**src/rtl/tmr_pkg.sv**
```systemverilog
`timescale 1ns/1ps
package tmr_pkg;
    typedef enum logic [1:0] {
        ST_STOP  = 2'd0,
        ST_CAP_A = 2'd1,
        ST_CAP_B = 2'd2,
        ST_WAVE  = 2'd3
    } chan_state_t;

    localparam int unsigned IRQ_W   = 4;
    localparam int unsigned IRQ_OVF = 0;
    localparam int unsigned IRQ_CPA = 1;
    localparam int unsigned IRQ_CPB = 2;
    localparam int unsigned IRQ_CPC = 3;
endpackage

```
**src/rtl/tmr_clksel.sv**
```systemverilog
`timescale 1ns/1ps
module tmr_clksel #(
    parameter int unsigned N_INT = 5,
    parameter int unsigned N_XC  = 3,
    parameter int unsigned SEL_W = 3
) (
    input  logic [N_INT-1:0] tick_i,
    input  logic [N_XC-1:0]  xc_i,
    input  logic [SEL_W-1:0] sel_i,
    output logic             step_o
);
    localparam int unsigned N_SRC = N_INT + N_XC;

    logic [N_SRC-1:0] src;
    assign src = {xc_i, tick_i};

    always_comb begin
        step_o = 1'b0;
        for (int i = 0; i < int'(N_SRC); i++) begin
            if (sel_i == SEL_W'(i)) step_o = src[i];
        end
    end
endmodule

```
**src/rtl/tmr_route.sv**
```systemverilog
`timescale 1ns/1ps
module tmr_route #(
    parameter int unsigned N_CH = 3
) (
    input  logic              clk_i,
    input  logic              rst_ni,
    input  logic [N_CH-1:0]   ext_i,
    input  logic [N_CH-1:0]   evt_i,
    input  logic [2*N_CH-1:0] sel_i,
    output logic [N_CH-1:0]   xc_o
);
    logic [N_CH-1:0] ext_q;

    always_ff @(posedge clk_i or negedge rst_ni) begin
        if (!rst_ni) ext_q <= '0;
        else         ext_q <= ext_i;
    end

    for (genvar k = 0; k < int'(N_CH); k++) begin : g_line
        localparam int unsigned PREV = (k + N_CH - 1) % N_CH;
        localparam int unsigned NEXT = (k + 1) % N_CH;
        logic line;
        always_comb begin
            unique case (sel_i[2*k +: 2])
                2'd0:    line = ext_i[k] & ~ext_q[k];
                2'd1:    line = evt_i[PREV];
                2'd2:    line = evt_i[NEXT];
                default: line = 1'b0;
            endcase
        end
        assign xc_o[k] = line;

        AST_PIN_EDGE_ONCE: assert property (@(posedge clk_i) disable iff (!rst_ni)
            (sel_i[2*k +: 2] == 2'd0) && line |=> !line || (sel_i[2*k +: 2] != 2'd0));
    end
endmodule

```
**src/rtl/tmr_chan.sv**
```systemverilog
`timescale 1ns/1ps
module tmr_chan
    import tmr_pkg::*;
#(
    parameter int unsigned CNT_W = 16,
    parameter int unsigned N_INT = 5,
    parameter int unsigned N_XC  = 3,
    parameter int unsigned SEL_W = 3
) (
    input  logic             clk_i,
    input  logic             rst_ni,
    input  logic [N_INT-1:0] tick_i,
    input  logic [N_XC-1:0]  xc_i,
    input  logic [SEL_W-1:0] clk_sel_i,
    input  logic             start_i,
    input  logic             stop_i,
    input  logic             wave_i,
    input  logic             rc_rst_i,
    input  logic             cap_fall_i,
    input  logic [CNT_W-1:0] ra_cmp_i,
    input  logic [CNT_W-1:0] rc_cmp_i,
    input  logic [IRQ_W-1:0] int_en_i,
    input  logic             tio_a_i,
    input  logic             tio_b_i,
    output logic [CNT_W-1:0] cnt_o,
    output logic [CNT_W-1:0] ra_cap_o,
    output logic [CNT_W-1:0] rb_cap_o,
    output logic             ovf_o,
    output logic             tio_a_o,
    output logic             tio_b_o,
    output logic             evt_o,
    output logic             irq_o
);
    localparam logic [CNT_W-1:0] MAXV = {CNT_W{1'b1}};

    chan_state_t st_q, st_d;
    logic [CNT_W-1:0] cnt_q, ra_q, rb_q;
    logic ovf_q, a_out_q, b_out_q, evt_q, irq_q, a_q, b_q;
    logic step, edge_a, edge_b, go, capturing, waving;
    logic hit_a, hit_c, trig, wrap, cap_a, cap_b;
    logic [IRQ_W-1:0] events;

    tmr_clksel #(.N_INT(N_INT), .N_XC(N_XC), .SEL_W(SEL_W)) u_sel (
        .tick_i (tick_i),
        .xc_i   (xc_i),
        .sel_i  (clk_sel_i),
        .step_o (step)
    );

    assign edge_a    = cap_fall_i ? (a_q & ~tio_a_i) : (~a_q & tio_a_i);
    assign edge_b    = ~b_q & tio_b_i;
    assign go        = (st_q != ST_STOP) && !start_i && !stop_i;
    assign capturing = (st_q == ST_CAP_A) || (st_q == ST_CAP_B);
    assign waving    = (st_q == ST_WAVE);
    assign hit_c     = go && waving && step && (cnt_q == rc_cmp_i);
    assign hit_a     = go && waving && step && (cnt_q == ra_cmp_i);
    assign trig      = go && capturing && edge_b;
    assign wrap      = go && step && !trig && !(hit_c && rc_rst_i) && (cnt_q == MAXV);
    assign cap_a     = go && (st_q == ST_CAP_A) && edge_a;
    assign cap_b     = go && (st_q == ST_CAP_B) && edge_a;

    always_comb begin
        events          = '0;
        events[IRQ_OVF] = wrap;
        events[IRQ_CPA] = cap_a;
        events[IRQ_CPB] = cap_b;
        events[IRQ_CPC] = hit_c;
    end

    // next state
    always_comb begin
        st_d = st_q;
        if (stop_i) begin
            st_d = ST_STOP;
        end else if (start_i) begin
            st_d = wave_i ? ST_WAVE : ST_CAP_A;
        end else begin
            unique case (st_q)
                ST_CAP_A: if (edge_a) st_d = ST_CAP_B;
                ST_CAP_B: if (edge_a) st_d = ST_CAP_A;
                ST_STOP:  st_d = ST_STOP;
                ST_WAVE:  st_d = ST_WAVE;
                default:  st_d = ST_STOP;
            endcase
        end
    end

    // state register
    always_ff @(posedge clk_i or negedge rst_ni) begin
        if (!rst_ni) st_q <= ST_STOP;
        else         st_q <= st_d;
    end

    // datapath and outputs
    always_ff @(posedge clk_i or negedge rst_ni) begin
        if (!rst_ni) begin
            cnt_q   <= '0;
            ra_q    <= '0;
            rb_q    <= '0;
            ovf_q   <= 1'b0;
            a_out_q <= 1'b0;
            b_out_q <= 1'b0;
            evt_q   <= 1'b0;
            irq_q   <= 1'b0;
            a_q     <= 1'b0;
            b_q     <= 1'b0;
        end else begin
            a_q   <= tio_a_i;
            b_q   <= tio_b_i;
            evt_q <= wrap | hit_c;
            irq_q <= |(events & int_en_i);
            if (start_i && !stop_i) begin
                cnt_q   <= '0;
                ovf_q   <= 1'b0;
                a_out_q <= 1'b0;
                b_out_q <= 1'b0;
            end else if (go) begin
                if (trig)                      cnt_q <= '0;
                else if (step && hit_c && rc_rst_i) cnt_q <= '0;
                else if (step)                 cnt_q <= cnt_q + 1'b1;
                if (wrap)  ovf_q <= 1'b1;
                if (cap_a) ra_q  <= cnt_q;
                if (cap_b) rb_q  <= cnt_q;
                if (hit_c)      a_out_q <= 1'b0;
                else if (hit_a) a_out_q <= 1'b1;
                if (hit_c) b_out_q <= ~b_out_q;
            end
        end
    end

    assign cnt_o    = cnt_q;
    assign ra_cap_o = ra_q;
    assign rb_cap_o = rb_q;
    assign ovf_o    = ovf_q;
    assign tio_a_o  = a_out_q;
    assign tio_b_o  = b_out_q;
    assign evt_o    = evt_q;
    assign irq_o    = irq_q;

    AST_STOP_HOLDS: assert property (@(posedge clk_i) disable iff (!rst_ni)
        (st_q == ST_STOP) && !start_i |=> $stable(cnt_q));
    AST_STEP_INC: assert property (@(posedge clk_i) disable iff (!rst_ni)
        go && step && !trig && !(hit_c && rc_rst_i) |=> cnt_q == CNT_W'($past(cnt_q) + 1'b1));
    AST_OVF_STICKY: assert property (@(posedge clk_i) disable iff (!rst_ni)
        ovf_q && !(start_i && !stop_i) |=> ovf_q);
    AST_CAPTURE_QUIET: assert property (@(posedge clk_i) disable iff (!rst_ni)
        capturing |-> !a_out_q && !b_out_q);
    AST_CAP_ALTERNATE: assert property (@(posedge clk_i) disable iff (!rst_ni)
        cap_a |=> st_q == ST_CAP_B);
    AST_RC_RESET: assert property (@(posedge clk_i) disable iff (!rst_ni)
        hit_c && rc_rst_i |=> cnt_q == '0);
    AST_TRIG_CLEARS: assert property (@(posedge clk_i) disable iff (!rst_ni)
        trig |=> cnt_q == '0);
endmodule

```
**src/rtl/tmr_block.sv**
```systemverilog
`timescale 1ns/1ps
module tmr_block
    import tmr_pkg::*;
#(
    parameter int unsigned CNT_W = 16,
    parameter int unsigned N_CH  = 3,
    parameter int unsigned N_INT = 5,
    parameter int unsigned SEL_W = $clog2(N_INT + N_CH)
) (
    input  logic                    clk_i,
    input  logic                    rst_ni,
    input  logic [N_INT-1:0]        tick_int,
    input  logic [N_CH-1:0]         ext_in,
    input  logic [2*N_CH-1:0]       route_sel,
    input  logic                    sync_start,
    input  logic [N_CH-1:0]         ch_start,
    input  logic [N_CH-1:0]         ch_stop,
    input  logic [N_CH-1:0]         ch_wave,
    input  logic [N_CH-1:0]         ch_rc_reset,
    input  logic [N_CH-1:0]         ch_cap_fall,
    input  logic [N_CH*SEL_W-1:0]   ch_clk_sel,
    input  logic [N_CH*CNT_W-1:0]   ch_ra_cmp,
    input  logic [N_CH*CNT_W-1:0]   ch_rc_cmp,
    input  logic [N_CH*IRQ_W-1:0]   ch_int_en,
    input  logic [N_CH-1:0]         tio_a_in,
    input  logic [N_CH-1:0]         tio_b_in,
    output logic [N_CH*CNT_W-1:0]   cnt_o,
    output logic [N_CH*CNT_W-1:0]   ra_cap_o,
    output logic [N_CH*CNT_W-1:0]   rb_cap_o,
    output logic [N_CH-1:0]         ovf_o,
    output logic [N_CH-1:0]         tio_a_out,
    output logic [N_CH-1:0]         tio_b_out,
    output logic [N_CH-1:0]         irq_o
);
    logic [N_CH-1:0] xc;
    logic [N_CH-1:0] evt;

    tmr_route #(.N_CH(N_CH)) u_route (
        .clk_i  (clk_i),
        .rst_ni (rst_ni),
        .ext_i  (ext_in),
        .evt_i  (evt),
        .sel_i  (route_sel),
        .xc_o   (xc)
    );

    for (genvar g = 0; g < int'(N_CH); g++) begin : g_ch
        tmr_chan #(.CNT_W(CNT_W), .N_INT(N_INT), .N_XC(N_CH), .SEL_W(SEL_W)) u_ch (
            .clk_i      (clk_i),
            .rst_ni     (rst_ni),
            .tick_i     (tick_int),
            .xc_i       (xc),
            .clk_sel_i  (ch_clk_sel[g*SEL_W +: SEL_W]),
            .start_i    (ch_start[g] | sync_start),
            .stop_i     (ch_stop[g]),
            .wave_i     (ch_wave[g]),
            .rc_rst_i   (ch_rc_reset[g]),
            .cap_fall_i (ch_cap_fall[g]),
            .ra_cmp_i   (ch_ra_cmp[g*CNT_W +: CNT_W]),
            .rc_cmp_i   (ch_rc_cmp[g*CNT_W +: CNT_W]),
            .int_en_i   (ch_int_en[g*IRQ_W +: IRQ_W]),
            .tio_a_i    (tio_a_in[g]),
            .tio_b_i    (tio_b_in[g]),
            .cnt_o      (cnt_o[g*CNT_W +: CNT_W]),
            .ra_cap_o   (ra_cap_o[g*CNT_W +: CNT_W]),
            .rb_cap_o   (rb_cap_o[g*CNT_W +: CNT_W]),
            .ovf_o      (ovf_o[g]),
            .tio_a_o    (tio_a_out[g]),
            .tio_b_o    (tio_b_out[g]),
            .evt_o      (evt[g]),
            .irq_o      (irq_o[g])
        );
    end

    AST_SYNC_START: assert property (@(posedge clk_i) disable iff (!rst_ni)
        sync_start && (ch_stop == '0) |=> cnt_o == '0);
endmodule

```
**config.mk**
```make
export PLATFORM = sky130hd
export DESIGN_NAME = tmr_block
export DESIGN_NICKNAME = d
export VERILOG_FILES = /design/src/rtl/tmr_pkg.sv /design/src/rtl/tmr_clksel.sv /design/src/rtl/tmr_route.sv /design/src/rtl/tmr_chan.sv /design/src/rtl/tmr_block.sv
export SDC_FILE = /design/constraint.sdc
export NUM_CORES = 1
export LEC_CHECK = 0
export CORE_ASPECT_RATIO = 1.4
export CORE_MARGIN = 2
export CORE_UTILIZATION = 50
export DETAILED_ROUTE_END_ITERATION = 7
export PLACE_DENSITY = 0.86
export SLEW_MARGIN = 40
export SYNTH_ARGS = -nofsm -noshare
export SYNTH_HDL_FRONTEND = slang
export SYNTH_SLANG_ARGS = --single-unit
```
**constraint.sdc**
```tcl
create_clock -name clk_i -period 3.8 [get_ports clk_i]
set_clock_uncertainty 0.2 [all_clocks]
set_input_delay 0.76 -clock clk_i [delete_from_list [all_inputs] [get_ports clk_i]]
set_output_delay 0.76 -clock clk_i [all_outputs]
set_load 0.03 [all_outputs]
```
* After elaboration in Yosys (flattened, before gate mapping)
Index checks and enable logic that the tools add are counted.
** Word-level totals
- Register bits after elaboration :: 174
- Bits of input ports :: 155
- Output and inout port bits :: 156
- Logic and storage cells :: 346
** Cells by class
- Add/subtract/negate cells :: 3
- Equality and inequality tests :: 51
- Muxes and demuxes :: 93
- Bitwise operators :: 39
- Reduce and logical (&&, ||, !) cells :: 126
** Operator list (number)
- $mux 16 :: 15
- $eq 16x16->1 :: 6
- $logic_and 1x1->1 :: 60
- $mux 1 :: 57
- $add 16x1->16 const B :: 3
- $eq 16x16->1 const B :: 3
- $eq 3x3->1 const B :: 12
- $mux 2 :: 15
- $reduce_and 2->1 :: 15
- $ne 4x2->1 const B :: 6
- $pmux 2 s4 :: 3
- $reduce_bool 2->1 :: 12
- $eq 2x2->1 const B :: 9
- $eq 3x2->1 const B :: 6
- $not 1->1 :: 18
- $reduce_and 3->1 :: 6
- $and 1x1->1 :: 12
- $and 4x4->4 :: 3
- $eq 2x1->1 const B :: 6
- $logic_not 1->1 :: 12
- $logic_not 2->1 :: 6
- $reduce_bool 4->1 :: 3
- $reduce_or 4->1 :: 3
- $eq 3x1->1 const B :: 3
- 5 further kinds :: 18

* Logic depth before layout (Yosys ltp)
Gate-level depths: netlist of run 1.
- Depth after elaboration :: 18
- Depth in mapped cells :: 10
- Gate-level depth less buffers :: 9

* Modules after synthesis
From an unflattened synthesis of run 1, not the netlist that was laid out.
** Second synthesis, totals
- Cells, all modules :: 878
- Area total of the unflattened synthesis :: 9531.6 µm²
** By module, submodules not included
- tmr_chan (g_ch[0].u_ch ...) :: times used 2, cells an instance 282, area each 3062.9 µm², seq. area each 1426.4 µm²
- tmr_chan (g_ch[2].u_ch) :: times used 1, cells an instance 284, area each 3012.9 µm², seq. area each 1426.4 µm²
- tmr_clksel :: times used 3, cells an instance 3, area each 63.8 µm², seq. area each 0.0 µm²
- tmr_route :: times used 1, cells an instance 18, area each 182.7 µm², seq. area each 75.1 µm²
- tmr_block :: times used 1, cells an instance 3, area each 18.8 µm², seq. area each 0.0 µm²

* Least setup slack after synthesis of run 1
Ideal clock, no wire load.
- Path kind :: input to register
- From :: in route_sel[0]
- To :: reg g_ch[2].u_ch.cnt_q[10]
- Library setup time :: 0.134 ns
- Arrival time :: 2.530 ns
- Required time :: 3.466 ns
- Slack :: 0.935 ns
- Stages on the path :: 8
- Path buffers :: 1
- Path through :: or4b_4 -> a41oi_2 -> a211oi_1 -> a211oi_4 -> nor2_1 -> clkbuf_1 -> a22oi_1 -> o41ai_1
** On the way
- Longest elaborated chain between the ends :: 13
- Elaborated cells on any way between the ends :: 17
- Those cells by class :: eq/ne (2); mux (8); reduce/logical (7)
** RTL lines
- from (decl) :: line tmr_block.sv:14 : input logic [2*N_CH-1:0] route_sel,
- $eq 2x2->1, or another cell as far along :: line tmr_route.sv:24 : unique case (sel_i[2*k +: 2])
- $pmux 1 s3 (*) :: line tmr_route.sv:24
- $mux 1 (*) (3 in series) :: line tmr_clksel.sv:20 : if (sel_i == SEL_W'(i)) step_o = src[i];
- $logic_and 1x1->1 (2 in series) :: line tmr_chan.sv:55 : assign hit_c = go && waving && step && (cnt_q == rc_cmp_i);
- $logic_and 1x1->1 (2 in series) :: line tmr_chan.sv:119 : else if (step && hit_c && rc_rst_i) cnt_q <= '0;
- $mux 16 :: line tmr_chan.sv:119
- $mux 16 :: line tmr_chan.sv:118 : if (trig) cnt_q <= '0;
- $mux 16 :: line tmr_chan.sv:117 : end else if (go) begin
- $mux 16 :: line tmr_chan.sv:112 : if (start_i && !stop_i) begin
- to (signal assigned) :: line tmr_chan.sv:120 : else if (step) cnt_q <= cnt_q + 1'b1;
- to (decl) :: line tmr_chan.sv:37 : logic [CNT_W-1:0] cnt_q, ra_q, rb_q;
Mark *: on every way between the ends. The rest lies on a longest branch, timed or not. The select of a mux whose other input is x is not followed.
A chain may end at the register's enable or synchronous reset.

* Worst setup path in the final report of run 1
- From :: in route_sel[0]
- To :: reg g_ch[0].u_ch.cnt_q[9]
** On the way
- Longest elaborated chain between the ends :: 13
- Elaborated cells on any way between the ends :: 17
- Those cells by class :: eq/ne (2); mux (8); reduce/logical (7)
** RTL lines (line)
- $eq 2x2->1, or another cell as far along :: tmr_route.sv:24
- $pmux 1 s3 (*) :: tmr_route.sv:24
- $mux 1 (*) (3 in series) :: tmr_clksel.sv:20
- $logic_and 1x1->1 (2 in series) :: tmr_chan.sv:55
- $logic_and 1x1->1 (2 in series) :: tmr_chan.sv:119
- $mux 16 :: tmr_chan.sv:119
- $mux 16 :: tmr_chan.sv:118
- $mux 16 :: tmr_chan.sv:117
- $mux 16 :: tmr_chan.sv:112
- to (signal assigned) :: tmr_chan.sv:120
- to (decl) :: tmr_chan.sv:37
Marks and branches as above.

==> summary.md, run 1 <==
| Metric | Value |
|---|---|
| Outcome | `complete, no violations` |
| Commonest cells after routing, fill and taps aside | `clkdlybuf4s50_1, dfrtp_1, xnor2_1` |
| Initial Utilization | `roughly half` |
| Slew margin rel. | `48.8%` |
| Root buf cell | `clkbuf_16` |
| Setup CP Type | `in2reg` |
| Post-synthesis register bit count | `between 150 and 200` |
| Worst endpoint required time | `3.93 ns` |
| Wire per inst | `19.4 um` |
| First-pass DRT Iterations | `7` |
| Sequential share of the synthesized area | `46.4%` |
| CTS tree | `yes` |
| Sum Neg Setup Slack | `0 ns` |
| Post-synth EDFFs | `0` |
| Share of layout cells above drive strength 1 | `about an eighth` |
| Nets | `between 1000 and 1500` |
| VDD IR max | `0.000289 V` |
| Mapped Avg Cell Area | `10.3 sq um` |
| Worst-Margin Slew | `0.765 ns` |
| CTS Sinks | `about 170` |
| ANT nets after route | `0` |
| WL final | `28400 um` |
| Hold/Removal Path Class | `in2async` |
| CP max FO | `14` |
| Congestion Overflow GR | `0` |
| CP endpoint kind | `register` |
| Max-cap viol count | `0` |
| Die ar. | `19900 sq um` |
| Die width | `120 um` |
| Via density | `5.57` |
| Clock Pin Slew Worst Setup and Hold Paths | `0.07 ns` |
| Synth warnings | `0` |
| DRC Markers | `0` |
| Worst EP arrival | `3.41 ns` |
| Cts repair resizes | `0` |
| Most common cell after layout, fill and taps aside | `clkdlybuf4s50_1` |
| Syn-to-layout area delta | `41.6%` |
| Dpl cells | `1428` |
| Final setup vio count | `0` |
| Clk_lat worst skew | `0.43 ns` |
| CP startpoint kind | `input pin` |
| Power Density | `325 nW/um^2` |
| GPL Wtd Cong | `0.949` |
| Post-CTS Setup Repair Bufs | `0` |
| Synth Instances | `916` |
| Vias | `8137` |
| First-pass GRT wire length | `44900 um` |
| Ys flop type | `dfrtp_1` |
| Asr flop ratio synth | `100%` |
| Peak Freq | `306 MHz` |
| GRT Overall Usage | `28.9%` |
| Lkg Pwr | `0.00567 uW` |
| Synth cell types | `62` |
| Post-DP HPWL | `21600 um` |
| CORE AREA | `18500 sq um` |
| Antenna violations before repair | `1` |
| Synth Net Count | `1089` |
| CTS Buffer Depth | `2` |
| 1st-iter DRT viols | `between 400 and 500` |
| IO Count | `311` |
| Rows | `59` |
| Power Total | `4320 uW` |
| PortBufs | `310` |
| RSZ-0062 raised after global routing | `no` |
| Largest net degree at the start of global routing | `61` |
| Final worst path period share | `a little under nine tenths` |
| Cell area after synthesis | `9390 sq um` |
| Die Y | `166 um` |
| Non-filler instance count after layout | `about 1500` |
| Htree depth | `4` |
| Vias in the first global route | `8245` |
| Final hold vios | `0` |
| Crit path time final | `3.27 ns` |
| CTS Buf Count | `17` |
| Final Util | `71.8%` |
| Fin. max-slew vios | `0` |
| Hold bufs inserted after CTS | `0` |
-- report_power, final --
| group | leakage (uW) | internal, uW | switching [uW] |
|---|---|---|---|
| logic | 0.00300 | 322 | 310 |
| clock network | 0.000287 | 936 | 814 |
| registers | 0.00239 | 1890 | 53.1 |
| total | 0.00567 | 3150 | 1180 |
-- critical path: stages --
cell,delay (ns)
clkdlybuf4s50_1,0.44
or4b_4,0.57
a41o_1,0.22
o311a_1,0.14
nor2_1,0.35
and4b_1,0.55
nand4_1,0.14
o21ai_0,0.22
-- cell usage after synthesis, types with 3 or more instances --
cell type	n	area (sq um)
a211oi_1	6	45.0
a21o_1	5	37.5
a21oi_1	33	165
a22o_1	5	43.8
and3_1	12	75.1
and3b_1	3	26.3
and4_1	4	35.0
buf_2	8	40.0
buf_4	12	90.1
clkbuf_1	48	180
dfrtp_1	174	4350
ha_1	18	225
inv_1	28	105
mux2_2	82	923
mux2i_1	5	50.1
nand2_1	53	199
nand3_1	35	175
nand3b_1	9	67.6
nand4_1	23	144
nor2_1	64	240
nor2b_1	3	18.8
nor3_1	16	80.1
nor3b_1	8	60.1
nor4_1	17	106
o211ai_1	7	52.6
o21a_1	4	30.0
o21ai_0	43	215
o21ai_1	3	15.0
o22ai_1	4	25.0
o31ai_1	3	22.5
or2_2	4	25.0
or3_1	18	113
or4_1	4	30.0
xnor2_1	89	780
xor2_1	26	228
-- cell families after synthesis --
family	share of synthesized area, %
DFF	46.4
muxes	10.4
buffers and inverters	4.50
AOI/OAI and AO/OA	9.56
xor gates and xnor gates	10.7
adders and majority gates	2.40
and+or+nand+nor	16.1
-- worst paths after layout --
kind | end | cells after the start | slack, ns | start
hold reg to reg | g_ch[2].u_ch.rb_cap_o[13]$_DFFE_PN0P_ | 2 | 0.28 | g_ch[2].u_ch.rb_cap_o[13]$_DFFE_PN0P_
hold / removal | g_ch[2].u_ch.rb_cap_o[9]$_DFFE_PN0P_ | 1 | 0.03 | rst_ni
setup / recovery | g_ch[0].u_ch.cnt_o[9]$_DFFE_PN0P_ | 8 | 0.53 | route_sel[0]
setup reg to reg | g_ch[2].u_ch.ovf_o$_DFFE_PN0P_ | 8 | 0.69 | g_ch[2].u_ch.cnt_o[0]$_DFFE_PN0P_
max in group asynchronous | g_ch[1].u_ch.ra_cap_o[7]$_DFFE_PN0P_ | 2 | 2.46 | rst_ni
min in group clk_i | g_ch[2].u_ch.rb_cap_o[13]$_DFFE_PN0P_ | 2 | 0.28 | g_ch[2].u_ch.rb_cap_o[13]$_DFFE_PN0P_
-- sequential cells by signal, summed over array words and instances (netlist names), 6 cells and up --
name                flops
g_ch.u_ch.cnt_o        48
g_ch.u_ch.ra_cap_o     48
g_ch.u_ch.rb_cap_o     48
g_ch.u_ch.st_q          6
-- final cells by class --
type | instances | area, sq um
Fill cell | 1347 | 5230
Antenna cell | 1 | 2.50
Inverter | 28 | 105
Timing Repair Buffer | 338 | 3330
Multi-Input combinational cell | 644 | 4620
Tap cell | 244 | 305
Clock buffer | 17 | 425
Clock inverter | 15 | 164
Sequential cell | 174 | 4350
-- through the flow --
step / area (sq um) / setup slack [ns] / hold WS (ns)
after detailed placement: 12700 / 0.144 / 0.272
after global placement: 12700 / 0.157 / 0.263
after global routing: 13300 / 0.365 / 0.0557
final: 13300 / 0.528 / 0.0308
after CTS: 13300 / 0.562 / 0.0440
after floorplan: 9390 / 0.935 / 0.261
-- per-layer routing --
metal	GRT usage (%)	share of wire (%)	up-vias
met4	10.8	2.8	0
met3	7.73	7.1	53
met1	33.0	38	3952
met5	0	0	-
met2	51.5	52	340
li1	-	-	3792
(Power assumes the default switching activity.)
==> inputs of run 2 (changes only) <==
CORE_UTILIZATION = 42   (was 50)
PLACE_DENSITY = 0.77   (was 0.86)
clock period = 2.9 ns   (was 3.8 ns; I/O delays follow)
==> run 2 against run 1 <==
Final cell count is 9.2% higher. Largest cell class unchanged. Flip-flop and latch count stayed put. Combinational power is 42% higher. Total power is 32% higher.
==> summary.md, run 2 (synthesized netlist as in run 1, its figures left out) <==
| Metric | Value |
|---|---|
| Rows | `64` |
| Die Y | `181 um` |
| GRT Overall Usage | `26.0%` |
| Largest net degree at the start of global routing | `57` |
| Placed Instance Area | `13400 sq um` |
| Max-cap viol count | `0` |
| VDD IR max | `0.000380 V` |
| Peak Freq | `about 360 MHz` |
| Setup CP Type | `reg2reg` |
| GPL Wtd Cong | `0.950` |
| Final worst path period share | `97.0%` |
| CTS Buf Count | `17` |
| Root buf cell | `clkbuf_16` |
| Vias | `8639` |
| Final hold vios | `0` |
| Die width | `130 um` |
| 1st-iter DRT viols | `522` |
| Reg2reg start | `g_ch[2].u_ch.cnt_o[2]$_DFFE_PN0P_` |
| Initial Utilization | `42.8%` |
| Outcome | `complete, no violations` |
| Power Density | `about 410 nW/um^2` |
| Syn-to-layout area delta | `49.8%` |
| Non-filler instance count after layout | `~1600` |
| R2R Path End | `g_ch[2].u_ch.ovf_o$_DFFE_PN0P_` |
| Htree depth | `4` |
| PortBufs | `310` |
| Antenna violations before repair | `1` |
| CP max FO | `6` |
| Design Area, Final | `14100 sq um` |
| Commonest cells after routing, fill and taps aside | `clkdlybuf4s50_1, dfrtp_1, buf_4` |
| Vias in the first global route | `8708` |
| Slew margin rel. | `51.9%` |
| Congestion Overflow GR | `0` |
| CP endpoint kind | `register` |
| Clock Pin Slew Worst Setup and Hold Paths | `roughly 0.07 ns` |
| CORE AREA | `about 22000 sq um` |
| Share of layout cells above drive strength 1 | `18.3%` |
| WL final | `30400 um` |
| Nets | `1460` |
| Worst setup endpoint | `g_ch[2].u_ch.ovf_o$_DFFE_PN0P_` |
| Clk_lat worst skew | `0.44 ns` |
| Most common cell after layout, fill and taps aside | `clkdlybuf4s50_1` |
| Hold path depth | `2` |
| ANT nets after route | `0` |
| Hold_ws | `0.278 ns` |
| DRC Markers | `0` |
| Worst-Margin Slew | `0.719 ns` |
| Reg2reg path depth | `8` |
| CTS Buffer Depth | `2` |
| Final setup vio count | `0` |
| Dpl cells | `1562` |
| RSZ-0062 raised after global routing | `yes` |
| Via density | `5.41` |
| Fin. max-slew vios | `0` |
| Post-DP HPWL | `roughly 23000 um` |
| Hold/Removal Path Class | `reg2reg` |
| CTS Sinks | `around 170` |
| Wire per inst | `between 15 and 20 um` |
| First-pass GRT wire length | `47100 um` |
| Crit path time final | `2.81 ns` |
| Register-to-register setup slack | `0.09 ns` |
| Worst EP arrival | `~3.0 ns` |
| Lkg Pwr | `0.00611 uW` |
| CTS tree | `yes` |
| CP startpoint kind | `register` |
| Sum Neg Setup Slack | `0 ns` |
| IO Count | `311` |
| Crit path from | `g_ch[2].u_ch.cnt_o[2]$_DFFE_PN0P_` |
| Worst endpoint required time | `3.07 ns` |
| First-pass DRT Iterations | `7` |
| Die ar. | `between 20000 and 25000 sq um` |
-- run 2: cell count changes in the layout (fill, tap and decap cells not counted), sizes merged, moves of 2 or more --
cell / previous run / this run
clkbuf: 17 / 20
inv: 38 / 29
clkinvlp: 1 / 3
buf: 29 / 111
-- run 2: worst min path at each step --
stage                                           from                                     to  slack, ns
3_3_place_gp   g_ch[0].u_ch.ra_cap_o[15]$_DFFE_PN0P_  g_ch[0].u_ch.ra_cap_o[15]$_DFFE_PN0P_       0.26
6_report        g_ch[2].u_ch.rb_cap_o[6]$_DFFE_PN0P_   g_ch[2].u_ch.rb_cap_o[6]$_DFFE_PN0P_       0.28
4_1_cts         g_ch[2].u_ch.rb_cap_o[6]$_DFFE_PN0P_   g_ch[2].u_ch.rb_cap_o[6]$_DFFE_PN0P_       0.28
3_5_place_dp    g_ch[2].u_ch.rb_cap_o[6]$_DFFE_PN0P_   g_ch[2].u_ch.rb_cap_o[6]$_DFFE_PN0P_       0.27
2_1_floorplan                                 rst_ni             g_ch[0].u_ch.a_q$_DFF_PN0_       0.08
5_1_grt        g_ch[0].u_ch.rb_cap_o[15]$_DFFE_PN0P_  g_ch[0].u_ch.rb_cap_o[15]$_DFFE_PN0P_       0.30
-- run 2: worst max-delay path: stages (launching register included) --
cell	delay, ns
dfrtp_1	0.52
nand3_1	0.19
or4_1	0.60
or2_2	0.39
nor2_1	0.17
nand4_1	0.14
nor3_1	0.26
buf_4	0.16
o22a_1	0.12
-- run 2: what timing repair did --
action	in CTS	in global routing
buffers inserted	0	1
hold endpoints to repair	51	0
hold buffers	1	0
endpoints found under the setup margin	0	24
gates resized for setup	0	6
-- run 2: cell type report --
class | instances | area, sq um
Fill cell | 1779 | 7870
Multi-Input combinational cell | 645 | 4650
Sequential cell | 174 | 4350
Timing Repair Buffer | 421 | 4020
Clock buffer | 20 | 457
Tap cell | 297 | 372
Clock inverter | 10 | 115
Inverter | 28 | 105
Antenna cell | 1 | 2.50
-- run 2: through the flow --
step                total power (uW)  util [%]  setup WS (ns)
detailed placement              3480      61.2         -0.459
CTS                             5760      63.9         0.0132
global placement                3460      61.2         -0.389
global route                    5920      64.1       -0.00901
floorplan                       2950         -          0.187
finish                          5720      64.1         0.0857
-- run 2: routing by layer --
metal / vias up / wire length, um / global-route usage (%)
met4: 0 / 848 / 10.1
met5: - / 0 / 0
met3: 78 / 2640 / 6.93
li1: 3961 / - / -
met2: 467 / 15800 / 45.9
met1: 4133 / 11200 / 29.5
-- run 2: report_power, final --
part	switching, uW	leakage [uW]	internal (uW)
Combinational	425	0.00344	474
Clock	972	0.000274	1300
Sequential	68.7	0.00239	2480
Total	1460	0.00611	4250
